==> src/rtl/smb_pkg.sv <==
package smb_pkg;

    typedef enum logic [3:0] {
        S_IDLE, S_START_A, S_START_B, S_HOLD,
        S_BIT_LO, S_BIT_HI, S_ACK_LO, S_ACK_HI,
        S_STOP_A, S_STOP_B, S_STOP_C
    } smb_state_e;

    localparam logic [7:0] ST_IDLE     = 8'hF8;
    localparam logic [7:0] ST_START    = 8'h08;
    localparam logic [7:0] ST_ADR_ACK  = 8'h18;
    localparam logic [7:0] ST_ADR_NACK = 8'h20;
    localparam logic [7:0] ST_DAT_ACK  = 8'h28;
    localparam logic [7:0] ST_DAT_NACK = 8'h30;

    localparam logic [1:0] SEL_CTL  = 2'd0;
    localparam logic [1:0] SEL_DATA = 2'd1;
    localparam logic [1:0] SEL_HALF = 2'd2;
    localparam logic [1:0] SEL_STAT = 2'd3;

    localparam int B_BUSY = 7;
    localparam int B_ENA  = 6;
    localparam int B_STO  = 4;
    localparam int B_SI   = 3;
    localparam int B_STA  = 1;

endpackage

==> src/rtl/smb_half_timer.sv <==
module smb_half_timer #(
    parameter int CW = 8
) (
    input  logic          clk,
    input  logic          rst_n,
    input  logic          restart,
    input  logic [CW-1:0] div,
    output logic          done
);
    logic [CW-1:0] cnt_q;
    logic [CW-1:0] lim_m1;

    assign lim_m1 = (div == '0) ? '0 : div - CW'(1);
    assign done   = (cnt_q >= lim_m1);

    always_ff @(posedge clk or negedge rst_n) begin
        if (!rst_n)       cnt_q <= '0;
        else if (restart) cnt_q <= '0;
        else if (!done)   cnt_q <= cnt_q + CW'(1);
    end

    // the count restarts at every phase change, so it cannot pass the limit of a steady divider
    p_cnt_bounded_r11: assert property (@(posedge clk) disable iff (!rst_n)
        ($past(restart) == 1'b0 && $stable(div) && $past(done)) |-> (cnt_q == $past(cnt_q)));
endmodule

==> src/rtl/smb_tx_shift.sv <==
module smb_tx_shift #(
    parameter int W = 8
) (
    input  logic         clk,
    input  logic         rst_n,
    input  logic         load,
    input  logic [W-1:0] din,
    input  logic         shift,
    output logic         msb,
    output logic         last
);
    localparam int CNT_W = (W > 1) ? $clog2(W) : 1;

    logic [W-1:0]     sh_q;
    logic [CNT_W-1:0] cnt_q;

    assign msb  = sh_q[W-1];
    assign last = (cnt_q == CNT_W'(W-1));

    always_ff @(posedge clk or negedge rst_n) begin
        if (!rst_n) begin
            sh_q  <= '0;
            cnt_q <= '0;
        end else if (load) begin
            sh_q  <= din;
            cnt_q <= '0;
        end else if (shift) begin
            sh_q  <= {sh_q[W-2:0], 1'b0};
            cnt_q <= cnt_q + CNT_W'(1);
        end
    end

    // no shift is requested past the final bit
    p_no_overshift_r6: assert property (@(posedge clk) disable iff (!rst_n)
        shift |-> !last);
endmodule

==> src/rtl/smb_byte_master.sv <==
module smb_byte_master
    import smb_pkg::*;
#(
    parameter int          REG_W    = 8,
    parameter logic [7:0]  HALF_RST = 8'd4
) (
    input  logic             clk,
    input  logic             rst_n,
    input  logic             reg_wr,
    input  logic [1:0]       reg_sel,
    input  logic [REG_W-1:0] reg_wdata,
    output logic [REG_W-1:0] ctl_rd,
    output logic [REG_W-1:0] stat_rd,
    output logic             irq,
    output logic             scl_oe_n,
    output logic             sda_oe_n,
    input  logic             sda_in
);
    smb_state_e state_q, state_d;

    logic             ena_q, sta_q, sto_q, si_q, busy_q, adr_q;
    logic [REG_W-1:0] data_q, half_q, status_q;
    logic             ph_done, bit_msb, bit_last;
    logic             wr_ctl, si_clr;
    logic             ev_begin, ev_start_done, ev_ack_done, ev_stop_done;

    assign wr_ctl = reg_wr && (reg_sel == SEL_CTL);
    assign si_clr = wr_ctl && si_q && !reg_wdata[B_SI];

    assign ev_begin      = (state_q == S_IDLE)    && (state_d == S_START_A);
    assign ev_start_done = (state_q == S_START_B) && ph_done;
    assign ev_ack_done   = (state_q == S_ACK_HI)  && ph_done;
    assign ev_stop_done  = (state_q == S_STOP_C)  && ph_done;

    smb_half_timer #(.CW(REG_W)) u_timer (
        .clk     (clk),
        .rst_n   (rst_n),
        .restart (state_d != state_q),
        .div     (half_q),
        .done    (ph_done)
    );

    smb_tx_shift #(.W(REG_W)) u_shift (
        .clk   (clk),
        .rst_n (rst_n),
        .load  ((state_q == S_HOLD) && (state_d == S_BIT_LO)),
        .din   (data_q),
        .shift ((state_q == S_BIT_HI) && ph_done && !bit_last),
        .msb   (bit_msb),
        .last  (bit_last)
    );

    // State register
    always_ff @(posedge clk or negedge rst_n) begin
        if (!rst_n) state_q <= S_IDLE;
        else        state_q <= state_d;
    end

    // Next-state logic
    always_comb begin
        state_d = state_q;
        unique case (state_q)
            S_IDLE:    if (ena_q && sta_q && !busy_q) state_d = S_START_A;
            S_START_A: if (ph_done) state_d = S_START_B;
            S_START_B: if (ph_done) state_d = S_HOLD;
            S_HOLD:    if (si_clr)  state_d = reg_wdata[B_STO] ? S_STOP_A : S_BIT_LO;
            S_BIT_LO:  if (ph_done) state_d = S_BIT_HI;
            S_BIT_HI:  if (ph_done) state_d = bit_last ? S_ACK_LO : S_BIT_LO;
            S_ACK_LO:  if (ph_done) state_d = S_ACK_HI;
            S_ACK_HI:  if (ph_done) state_d = S_HOLD;
            S_STOP_A:  if (ph_done) state_d = S_STOP_B;
            S_STOP_B:  if (ph_done) state_d = S_STOP_C;
            S_STOP_C:  if (ph_done) state_d = S_IDLE;
            default:   state_d = S_IDLE;
        endcase
    end

    // Wire outputs (1 = released, 0 = pulled low)
    always_comb begin
        scl_oe_n = 1'b1;
        sda_oe_n = 1'b1;
        unique case (state_q)
            S_IDLE:    begin scl_oe_n = 1'b1; sda_oe_n = 1'b1;    end
            S_START_A: begin scl_oe_n = 1'b1; sda_oe_n = 1'b0;    end
            S_START_B: begin scl_oe_n = 1'b0; sda_oe_n = 1'b0;    end
            S_HOLD:    begin scl_oe_n = 1'b0; sda_oe_n = 1'b1;    end
            S_BIT_LO:  begin scl_oe_n = 1'b0; sda_oe_n = bit_msb; end
            S_BIT_HI:  begin scl_oe_n = 1'b1; sda_oe_n = bit_msb; end
            S_ACK_LO:  begin scl_oe_n = 1'b0; sda_oe_n = 1'b1;    end
            S_ACK_HI:  begin scl_oe_n = 1'b1; sda_oe_n = 1'b1;    end
            S_STOP_A:  begin scl_oe_n = 1'b0; sda_oe_n = 1'b0;    end
            S_STOP_B:  begin scl_oe_n = 1'b1; sda_oe_n = 1'b0;    end
            S_STOP_C:  begin scl_oe_n = 1'b1; sda_oe_n = 1'b1;    end
            default:   begin scl_oe_n = 1'b1; sda_oe_n = 1'b1;    end
        endcase
    end

    // Host registers; bus events are applied after host writes and take precedence
    always_ff @(posedge clk or negedge rst_n) begin
        if (!rst_n) begin
            ena_q    <= 1'b0;
            sta_q    <= 1'b0;
            sto_q    <= 1'b0;
            si_q     <= 1'b0;
            busy_q   <= 1'b0;
            adr_q    <= 1'b0;
            data_q   <= '0;
            half_q   <= HALF_RST;
            status_q <= ST_IDLE;
        end else begin
            if (wr_ctl) begin
                ena_q <= reg_wdata[B_ENA];
                sto_q <= reg_wdata[B_STO];
                sta_q <= busy_q ? (sta_q & reg_wdata[B_STA]) : reg_wdata[B_STA];
                if (si_clr) si_q <= 1'b0;
            end
            if (reg_wr && reg_sel == SEL_DATA) data_q <= reg_wdata;
            if (reg_wr && reg_sel == SEL_HALF) half_q <= reg_wdata;
            if (ev_begin) busy_q <= 1'b1;
            if (ev_start_done) begin
                si_q     <= 1'b1;
                status_q <= ST_START;
                adr_q    <= 1'b1;
            end
            if (ev_ack_done) begin
                si_q     <= 1'b1;
                adr_q    <= 1'b0;
                if (adr_q) status_q <= sda_in ? ST_ADR_NACK : ST_ADR_ACK;
                else       status_q <= sda_in ? ST_DAT_NACK : ST_DAT_ACK;
            end
            if (ev_stop_done) begin
                busy_q   <= 1'b0;
                sto_q    <= 1'b0;
                status_q <= ST_IDLE;
            end
        end
    end

    assign ctl_rd  = {busy_q, ena_q, 1'b0, sto_q, si_q, 1'b0, sta_q, 1'b0};
    assign stat_rd = status_q;
    assign irq     = si_q;

    // SDA stays put across a high SCL except when framing a start or stop
    p_sda_stable_r10: assert property (@(posedge clk) disable iff (!rst_n)
        (scl_oe_n && $past(scl_oe_n) && state_q != S_START_A && state_q != S_STOP_C)
        |-> $stable(sda_oe_n));

    // a pending flag holds the clock low
    p_hold_scl_low_r5: assert property (@(posedge clk) disable iff (!rst_n)
        si_q |-> !scl_oe_n);

    // the flag is only ever raised inside a busy transfer
    p_si_in_busy_r3: assert property (@(posedge clk) disable iff (!rst_n)
        si_q |-> busy_q);

    // a busy bus never sees the start request go from 0 to 1
    p_sta_no_set_r4: assert property (@(posedge clk) disable iff (!rst_n)
        (busy_q && $past(busy_q)) |-> !$rose(sta_q));

    // each raise of the flag carries a defined code
    p_status_code_r7: assert property (@(posedge clk) disable iff (!rst_n)
        $rose(si_q) |-> (status_q == ST_START || status_q == ST_ADR_ACK ||
                         status_q == ST_ADR_NACK || status_q == ST_DAT_ACK ||
                         status_q == ST_DAT_NACK));

    // leaving busy leaves stop request clear and status idle
    p_stop_clean_r9: assert property (@(posedge clk) disable iff (!rst_n)
        $fell(busy_q) |-> (!sto_q && !si_q && status_q == ST_IDLE));
endmodule

==> config.mk <==
export PLATFORM = sky130hd
export DESIGN_NAME = smb_byte_master
export DESIGN_NICKNAME = d
export VERILOG_FILES = /design/src/rtl/smb_pkg.sv /design/src/rtl/smb_half_timer.sv /design/src/rtl/smb_tx_shift.sv /design/src/rtl/smb_byte_master.sv
export SDC_FILE = /design/constraint.sdc
export NUM_CORES = 1
export LEC_CHECK = 0
export BUFFER_PORTS_ARGS = -buffer_cell sky130_fd_sc_hd__buf_2
export CAP_MARGIN = 20
export CORE_MARGIN = 2
export CORE_UTILIZATION = 53
export DETAILED_ROUTE_END_ITERATION = 16
export HOLD_SLACK_MARGIN = 0.12
export PLACE_DENSITY = 0.76
export SETUP_SLACK_MARGIN = 0.1
export SYNTH_ARGS = -nofsm -noshare
export SYNTH_HDL_FRONTEND = slang
export SYNTH_SLANG_ARGS = --single-unit
==> constraint.sdc <==
create_clock -name clk -period 2.86 [get_ports clk]
set_input_delay 0.429 -clock clk [delete_from_list [all_inputs] [get_ports clk]]
set_output_delay 0.429 -clock clk [all_outputs]
set_load 0.01 [all_outputs]
==> impl_metrics.json, run 1 <==
{
  "outcome": "finished with violations",
  "violations": "setup timing",
  "p_comb_frac": 0.425,
  "worstSetupPathType": "flip-flop to flip-flop",
  "first_pass_iters": 4,
  "layout.nets": 354,
  "cts_tree": "done",
  "multi_input_area_sq_mm": 0.00160,
  "port-buffer-count": 26,
  "worst_ep_required_time_ps": 3060,
  "grt_max_degree": 29,
  "critPathSlowestCell": "dfrtp_1",
  "setup_viol": 11,
  "drcViolationCount": 0,
  "dieWidth_um": 76.9,
  "cpMostUsedCell": "buf_4",
  "initial_core_util": 0.551,
  "p_clk_frac": 0.161,
  "period_share": 1.02,
  "clkTransAtPathRegs_ps": 100,
  "std_cell_rows": 26,
  "ys_ff_latch": 49,
  "cp.arrival_ps": 3110,
  "clock.fmax_ghz": 0.344,
  "antenna_left": 0,
  "insertion_delay_ps": 310,
  "worst_slew_pin_slew_ps": 609,
  "final_common_cell": "dfrtp_1",
  "final_cell_mix": "dfrtp_1, nand2_1, buf_2, nor2_1, buf_4",
  "ys_warn_count": 0,
  "critPathMaxStageDelay_ps": 420,
  "dp_worst_setup_slack_ps": -85.6,
  "cts_sinks": 49,
  "fin_skew_ps": 7.70,
  "vias_per_cell": 5.65,
  "setup_ws_ps": -51.0,
  "antenna_found_initial": 0,
  "yosysUniqueCellTypes": 51,
  "synth_area_leaders": "dfrtp_1, mux2_2, ha_1",
  "p_per_area_mw_per_mm2": 767,
  "diodes": 0,
  "num_io_pins": 33,
  "vdd_drop_max_mv": 0.528,
  "holdCritPathClass": "primary input to flip-flop",
  "wl_per_cell_um": 15.5,
  "hold_violations": 0,
  "internal_power_mw": 1.55,
  "area_delta_synth_final_pct": 20.4,
  "slew_viol_final": 0,
  "dp_hpwl_mm": 4.40,
  "synth_edf_count": 0,
  "syn_inst": 285,
  "first_global_vias": 2051,
  "seq_power_share": 0.413,
  "seq_area_sq_mm": 0.00123,
  "fin_setup_tns_ps": -224,
  "routed_wl_mm": 6.18,
  "finalCriticalPeriod_ps": 2910,
  "vias": 2250,
  "overflow": 0,
  "synth_flop_cell": "dfrtp_1",
  "first_iter_violations": 218,
  "gp_congestion": 0.840,
  "cts-buffers-inserted": 5,
  "fin_cells": 398,
  "fillerInstances": 411,
  "grt_usage": 0.216,
  "switching_share": 0.402,
  "ys_seq_area_frac": 0.438,
  "cp_top_family": "simple AND/OR/NAND/NOR gates",
  "slew_headroom": 0.592,
  "drv_cap": 0,
  "crit_path_cell_trace": "nor4_4 > nand2_1 > or3_4 > and2_4 > ha_4 > and3_4 > o21ai_4 > a31oi_4 > buf_4 > nor2_1 > buf_4 > a21boi_0 > o32ai_1",
  "start_kind": "flip-flop",
  "synth_top_area_frac": 0.391,
  "grt_pass1_wl_mm": 10.2,
  "syn_avg_cell_area_sq_um": 9.88,
  "root_buffer": "clkbuf_8",
  "timing.critical_path.buf_inv": 2,
  "dpl.cell_count": 386,
  "htreeDepth": 2,
  "cp-end-kind": "flip-flop",
  "rsz0062_at_grt": "true",
  "p_leak_nw": 1.56,
  "synth_top_cell_by_area": "dfrtp_1",
  "fp.dieArea_sq_mm": 0.00591,
  "synthArstFlopShare": 1.00,
  "core_sq_mm": 0.00511,
  "cts_buffer_depth": 2,
  "power_switching_mw": 1.04,
  "cp_max_fo": 8,
  "netlist_area_sq_mm": 0.00282,
  "drive_above_1_share": 0.338,
  "die_h_um": 76.9
}
[worst reg2reg max path: cells and delay by family, from the launching register on]
kind                       cells  cell delay [ps]
DFF                            1              420
buffers and inverters          2              350
and+or+nand+nor                6             1190
AOI/OAI and AO/OA              4              640
adders and majority gates      1              200
[cell families (layout without fill, tap and decap cells)]
logic type | after synthesis | count (layout) | synth area share
buf+inv | 32 | 70 | 0.0604
simple gates | 110 | 110 | 0.201
xor+xnor | 12 | 12 | 0.0373
mux | 19 | 19 | 0.0747
other cells | 1 | 6 | 0.00133
fa+ha+maj | 13 | 13 | 0.0578
flops | 49 | 49 | 0.438
compound gates | 49 | 49 | 0.129
[metrics by stage]
| step | power [mW] | hold WS (ps) | util | instance area [sq um] |
|---|---|---|---|---|
| after floorplan | 1.74 | 133 | - | 2870 |
| after global placement | 2.02 | 419 | 0.609 | 3110 |
| after detailed placement | 2.07 | 420 | 0.609 | 3110 |
| after CTS | 2.55 | 348 | 0.641 | 3280 |
| after global routing | 2.79 | 357 | 0.663 | 3390 |
| final | 2.60 | 355 | 0.663 | 3390 |
[repair_timing]
action	CTS	global route
setup buffers	1	1
gates cloned	0	1
hold buffers	1	0
endpoints found under the setup margin	27	29
resized for setup	14	23
endpoints found under the hold margin	17	0
pin swaps	3	9
[sequential cells by signal (all words and copies together), names as in the netlist]
register       cells
data_q             8
half_q             8
u_shift.sh_q       8
u_timer.cnt_q      8
stat_rd            4
state_q            4
u_shift.cnt_q      3
adr_q              1
busy_q             1
ena_q              1
irq                1
sta_q              1
sto_q              1
[per-layer routing]
layer	global-route usage	part of all wire
met5	0	0
met4	0.0709	0.012
met2	0.339	0.48
met3	0.0388	0.060
met1	0.303	0.45
[power by group through the flow]
stage / logic (mW) / registers [mW] / clock network (mW)
5_1_grt: 1.22 / 1.10 / 0.460
3_5_place_dp: 0.993 / 1.07 / 0
4_1_cts: 1.05 / 1.06 / 0.436
3_3_place_gp: 0.953 / 1.07 / 0
2_1_floorplan: 0.738 / 0.999 / 0
6_report: 1.11 / 1.07 / 0.419
[Yosys cell counts, types with 2 or more instances]
master and count:
inv_1 11, o22a_1 3, buf_4 12, nand4b_1 2, o211ai_1 2, o31ai_1 2
dfrtp_1 44, nand2_1 31, buf_2 4, nor3b_1 4, nand3_1 7, o21ai_0 10
nor4_1 2, or3_1 4, nand4_1 3, nand2b_1 2, nor2_1 24, dfstp_2 5
nor3_1 10, and3_1 8, xnor2_1 8, a21boi_0 4, a221o_1 7, clkbuf_1 4
mux2i_1 3, xor2_1 4, mux2_2 16, a21oi_1 10, ha_1 13, nand3b_1 3
o221ai_1 2, and2_1 2
[path summary, 6_finish.rpt]
kind	startpoint	slack [ps]	cells past startpoint	end
min reg2reg	stat_rd[6]	460	2	stat_rd[6]
max in group asynchronous	rst_n	1480	3	half_q[2]
max reg2reg	half_q[4]	-50	13	state_q[3]
min	reg_wdata[6]	360	3	ena_q
max	half_q[4]	-50	13	state_q[3]
min in group asynchronous	rst_n	600	2	u_timer.cnt_q[3]
[final cells by class]
type | instances | share of cell area
timing repair buffer | 51 | 0.100
inverter | 11 | 0.0122
clock inverter | 3 | 0.00665
sequential | 49 | 0.364
clock buffer | 5 | 0.0203
multi-input combinational | 209 | 0.471
tap | 70 | 0.0258
No activity file was read; power rests on OpenSTA's default activity.
==> run 2, diff against run 1 <==
CORE_MARGIN = 4   (was 2)
==> run 2 against run 1 <==
The flow still finishes with violations (setup timing). Wire length is 6.5% higher. Cell count increased by 2.0%. Combinational power up 7%. Cell area is 2.4% higher. Core utilization up 1.2 points. Critical endpoint is now u_shift.sh_q[4]. Highest routed layer unchanged.
==> impl_metrics.json, run 2 (synthesis results as in run 1) <==
{
  "initial_core_util": 0.548,
  "diodes": 0,
  "outcome": "finished with violations",
  "grt_max_degree": 47,
  "cp.arrival_ps": 3050,
  "finalCriticalPeriod_ps": 2880,
  "seq_area_sq_mm": 0.00123,
  "htreeDepth": 2,
  "gp_congestion": 0.811,
  "vdd_drop_max_mv": 0.430,
  "total_power_mw": 2.68,
  "layout.nets": 362,
  "cts_buffer_depth": 2,
  "antenna_left": 0,
  "slew_viol_final": 0,
  "worst_ep_required_time_ps": 3040,
  "root_buffer": "clkbuf_8",
  "core_sq_mm": 0.00514,
  "worstSetupPathType": "flip-flop to flip-flop",
  "slew_headroom": 0.593,
  "crit_path_cell_trace": "nor4_4 > nand2_1 > or3_4 > and2_4 > ha_4 > and3_4 > o21ai_4 > a31oi_4 > or2_4 > and2_4 > a221o_1",
  "final_util": 0.675,
  "grt_pass1_wl_mm": 10.5,
  "fin_skew_ps": 5.72,
  "num_io_pins": 33,
  "grt_usage": 0.209,
  "dp_worst_setup_slack_ps": -66.7,
  "routed_wl_mm": 6.58,
  "cp_max_fo": 6,
  "critPathMaxStageDelay_ps": 420,
  "multi_input_area_sq_mm": 0.00159,
  "final_cell_mix": "dfrtp_1, nand2_1, buf_2, buf_4, nor2_1",
  "cp-end-kind": "flip-flop",
  "dieWidth_um": 80.9,
  "drv_cap": 0,
  "first_pass_iters": 4,
  "hold_violations": 0,
  "first_global_vias": 2169,
  "fin_cells": 406,
  "std_cell_rows": 26,
  "violations": "setup timing",
  "setup_ws_ps": -16.7,
  "dpl.cell_count": 389,
  "cts_sinks": 49,
  "fin_hold_ws_ps": 383,
  "final_common_cell": "dfrtp_1",
  "fp.dieArea_sq_mm": 0.00654,
  "fillerInstances": 428,
  "die_h_um": 80.9,
  "clkTransAtPathRegs_ps": 80,
  "antenna_found_initial": 0,
  "setup_viol": 3,
  "clock.fmax_ghz": 0.348,
  "drive_above_1_share": 0.351,
  "start_kind": "flip-flop",
  "cts_tree": "done",
  "dp_hpwl_mm": 4.62,
  "area_delta_synth_final_pct": 23.2,
  "p_leak_nw": 1.61,
  "port-buffer-count": 26,
  "worst_slew_pin_slew_ps": 607,
  "rsz0062_at_grt": "true",
  "p_per_area_mw_per_mm2": 774,
  "insertion_delay_ps": 300,
  "critPathSlowestCell": "dfrtp_1",
  "holdCritPathClass": "primary input to flip-flop",
  "overflow": 0,
  "vias": 2317,
  "first_iter_violations": 249,
  "cts-buffers-inserted": 5,
  "wl_per_cell_um": 16.2,
  "vias_per_cell": 5.71,
  "period_share": 1.01,
  "drcViolationCount": 0,
  "cpMostUsedCell": "and2_4"
}
[run 2: layer usage]
metal | vias up | GRT usage | wire length (um)
met3 | 15 | 0.0377 | 369
met2 | 92 | 0.347 | 3200
met5 | - | 0 | 0
li1 | 1096 | - | -
met1 | 1114 | 0.275 | 2900
met4 | 0 | 0.0709 | 116
[run 2: area by class of cell]
cell class,instances,area share
repair buffers,59,0.120
well taps,70,0.0252
clock inverters,1,0.00144
flip-flops and latches,49,0.355
multi-input cells,209,0.459
clock buffers,7,0.0278
inverters,11,0.0119
[run 2: timing repair]
item / CTS / global route
resized for setup: 16 / 25
pin swaps: 6 / 7
hold buffers: 0 / 1
endpoints found under the setup margin: 27 / 29
hold endpoints to repair: 0 / 5
cloned: 1 / 0
setup buffers: 4 / 2
[run 2: worst paths after layout]
kind | from | end | slack (ps) | cells past startpoint
setup / recovery | half_q[4] | u_shift.sh_q[4] | -20 | 11
hold / removal | reg_wdata[5] | data_q[5] | 380 | 2
setup reg to reg | half_q[4] | u_shift.sh_q[4] | -20 | 11
hold reg to reg | stat_rd[6] | stat_rd[6] | 480 | 2
max in group asynchronous | rst_n | stat_rd[6] | 1700 | 4
min in group asynchronous | rst_n | u_timer.cnt_q[2] | 490 | 2
[run 2: metrics by stage]
stage | setup TNS [ps] | instance area, sq um
finish | -25.9 | 3470
global route | -994 | 3470
CTS | 0 | 3320
detailed placement | -359 | 3130
global placement | 0 | 3130
floorplan | -822 | 2870
[run 2: worst max-delay path: cells and delay by family (launching register included)]
kind                     cells  cell delay, ps
flip-flops                   1             420
AO/OA/AOI/OAI                3             590
adder cells (fa/ha/maj)      1             200
AND/OR/NAND/NOR              7            1550
[run 2: power by group]
group	internal (mW)	switching, mW
sequential	0.857	0.201
combinational	0.565	0.624
clock	0.219	0.219
total	1.64	1.04
==> run 3, diff against run 2 <==
CORE_UTILIZATION = 40   (was 53)
CTS_CLUSTER_SIZE = 24   (was default)
PLACE_DENSITY = default   (was 0.76)
SKIP_LAST_GASP = 1   (was default)
==> run 3 against run 2 <==
The run still ends with setup timing left. Setup slack lost 99 ps. Sequential power is essentially flat. Maximum frequency shrank 3.3%. Flip-flop and latch count is the same. Global-route usage shrank 4.6 points. Combinational power grew 10%. Largest power group unchanged.
==> impl_metrics.json, run 3 (synthesis results as in run 1) <==
{
  "outcome": "finished with violations",
  "violations": "setup timing",
  "p_comb_frac": 0.456,
  "p_leak_nw": 1.63,
  "vias": 2250,
  "p_per_area_mw_per_mm2": 785,
  "grt_usage": 0.163,
  "fp.dieArea_sq_mm": 0.00844,
  "grt_max_degree": 37,
  "routed_wl_mm": 6.64,
  "drv_cap": 0,
  "reg2regPathDepth": 15,
  "start_kind": "flip-flop",
  "cp_max_fo": 6,
  "cts_buffer_depth": 2,
  "dp_hpwl_mm": 4.70,
  "first_global_vias": 2208,
  "std_cell_rows": 30,
  "slew_viol_final": 0,
  "initial_core_util": 0.412,
  "final_cell_area_sq_mm": 0.00366,
  "multi_input_area_sq_mm": 0.00170,
  "dpl.cell_count": 413,
  "cts-buffers-inserted": 5,
  "insertion_delay_ps": 300,
  "drive_above_1_share": 0.410,
  "total_power_mw": 2.87,
  "drcViolationCount": 0,
  "num_io_pins": 33,
  "area_delta_synth_final_pct": 29.9,
  "final_common_cell": "dfrtp_1",
  "wl_per_cell_um": 15.3,
  "period_share": 1.04,
  "antenna_found_initial": 0,
  "power_switching_mw": 1.10,
  "clkTransAtPathRegs_ps": 100,
  "core_sq_mm": 0.00683,
  "setup_viol": 11,
  "worstSetupPathType": "flip-flop to flip-flop",
  "rsz0062_at_grt": "true",
  "dieWidth_um": 91.9,
  "cp-end-kind": "flip-flop",
  "first_iter_violations": 67,
  "gp_congestion": 0.840,
  "cp.arrival_ps": 3170,
  "hold_violations": 0,
  "vias_per_cell": 5.17,
  "diodes": 0,
  "overflow": 0,
  "htreeDepth": 2,
  "worst_ep_required_time_ps": 3050,
  "fin_setup_tns_ps": -462,
  "vdd_drop_max_mv": 0.291,
  "switching_share": 0.384,
  "seq_power_share": 0.370,
  "slew_headroom": 0.568,
  "holdPathStages": 2,
  "die_h_um": 91.9,
  "clock.fmax_ghz": 0.336,
  "first_pass_iters": 4,
  "internal_power_mw": 1.77,
  "ff2ff_setup_slack_ps": -120,
  "fin_skew_ps": 9.52,
  "p_clk_frac": 0.175,
  "cts_sinks": 49,
  "finalCriticalPeriod_ps": 2980,
  "fin_cells": 435,
  "seq_area_sq_mm": 0.00123,
  "fillerInstances": 634,
  "worst_slew_pin_slew_ps": 644,
  "setup_ws_ps": -116,
  "holdCritPathClass": "primary input to flip-flop",
  "final_cell_mix": "dfrtp_1, nand2_1, buf_2, buf_4, nor2_1",
  "placed_cell_area_sq_mm": 0.00315,
  "layout.nets": 365,
  "cts_tree": "done",
  "port-buffer-count": 26,
  "dp_worst_setup_slack_ps": -166,
  "antenna_left": 0,
  "root_buffer": "clkbuf_8",
  "grt_pass1_wl_mm": 11.1
}
## run 3: metrics by stage
step                       util  hold WS (ps)
after global placement    0.461           349
after CTS                 0.506           368
final                     0.535           375
after floorplan               -           133
after detailed placement  0.461           349
after global routing      0.535           372
## run 3: power by group through the flow
stage	clock, mW	sequential (mW)	combinational (mW)
after global routing	0.541	1.09	1.44
after global placement	0	1.05	0.997
after floorplan	0	0.999	0.738
after detailed placement	0	1.05	1.02
final	0.502	1.06	1.31
after CTS	0.513	1.05	1.16
## run 3: critical path: stages, from the launching register on
cell and delay (ps):
dfrtp_1 420, nor4_4 300, nand2_1 110, or3_4 370, and2_4 180, ha_4 200
and3_4 150, o21ai_4 160, a31oi_4 110, buf_6 140, buf_6 120, nor2_4 100
buf_6 130, buf_6 100, a21oi_2 20, a221o_1 260
## run 3: final timing paths
check / start / end
max in group asynchronous: rst_n / stat_rd[3]
min in group asynchronous: rst_n / u_timer.cnt_q[4]
min: reg_wdata[2] / half_q[2]
min reg2reg: stat_rd[6] / stat_rd[6]
max: half_q[4] / state_q[1]
max reg2reg: half_q[4] / state_q[1]
## run 3: cell type report
| cell class | count | share of cell area |
|---|---|---|
| well taps | 96 | 0.0328 |
| clock buffers | 5 | 0.0188 |
| inverters | 11 | 0.0113 |
| flip-flops and latches | 49 | 0.337 |
| multi-input cells | 209 | 0.466 |
| repair buffers | 62 | 0.121 |
| clock inverters | 3 | 0.0127 |
## run 3: per-layer routing
layer	global-route usage	part of all wire	up-vias
li1	-	-	1109
met1	0.229	0.48	1095
met2	0.262	0.47	42
met3	0.0287	0.038	4
met4	0.0408	0.0095	0
met5	0	0	-
## run 3: what timing repair did
action	4_1_cts	5_1_grt
hold buffers	1	0
endpoints found under the setup margin	28	31
cloned	1	0
resized for setup	39	29
hold endpoints to repair	12	0
pin swaps	17	16
setup buffers	5	7
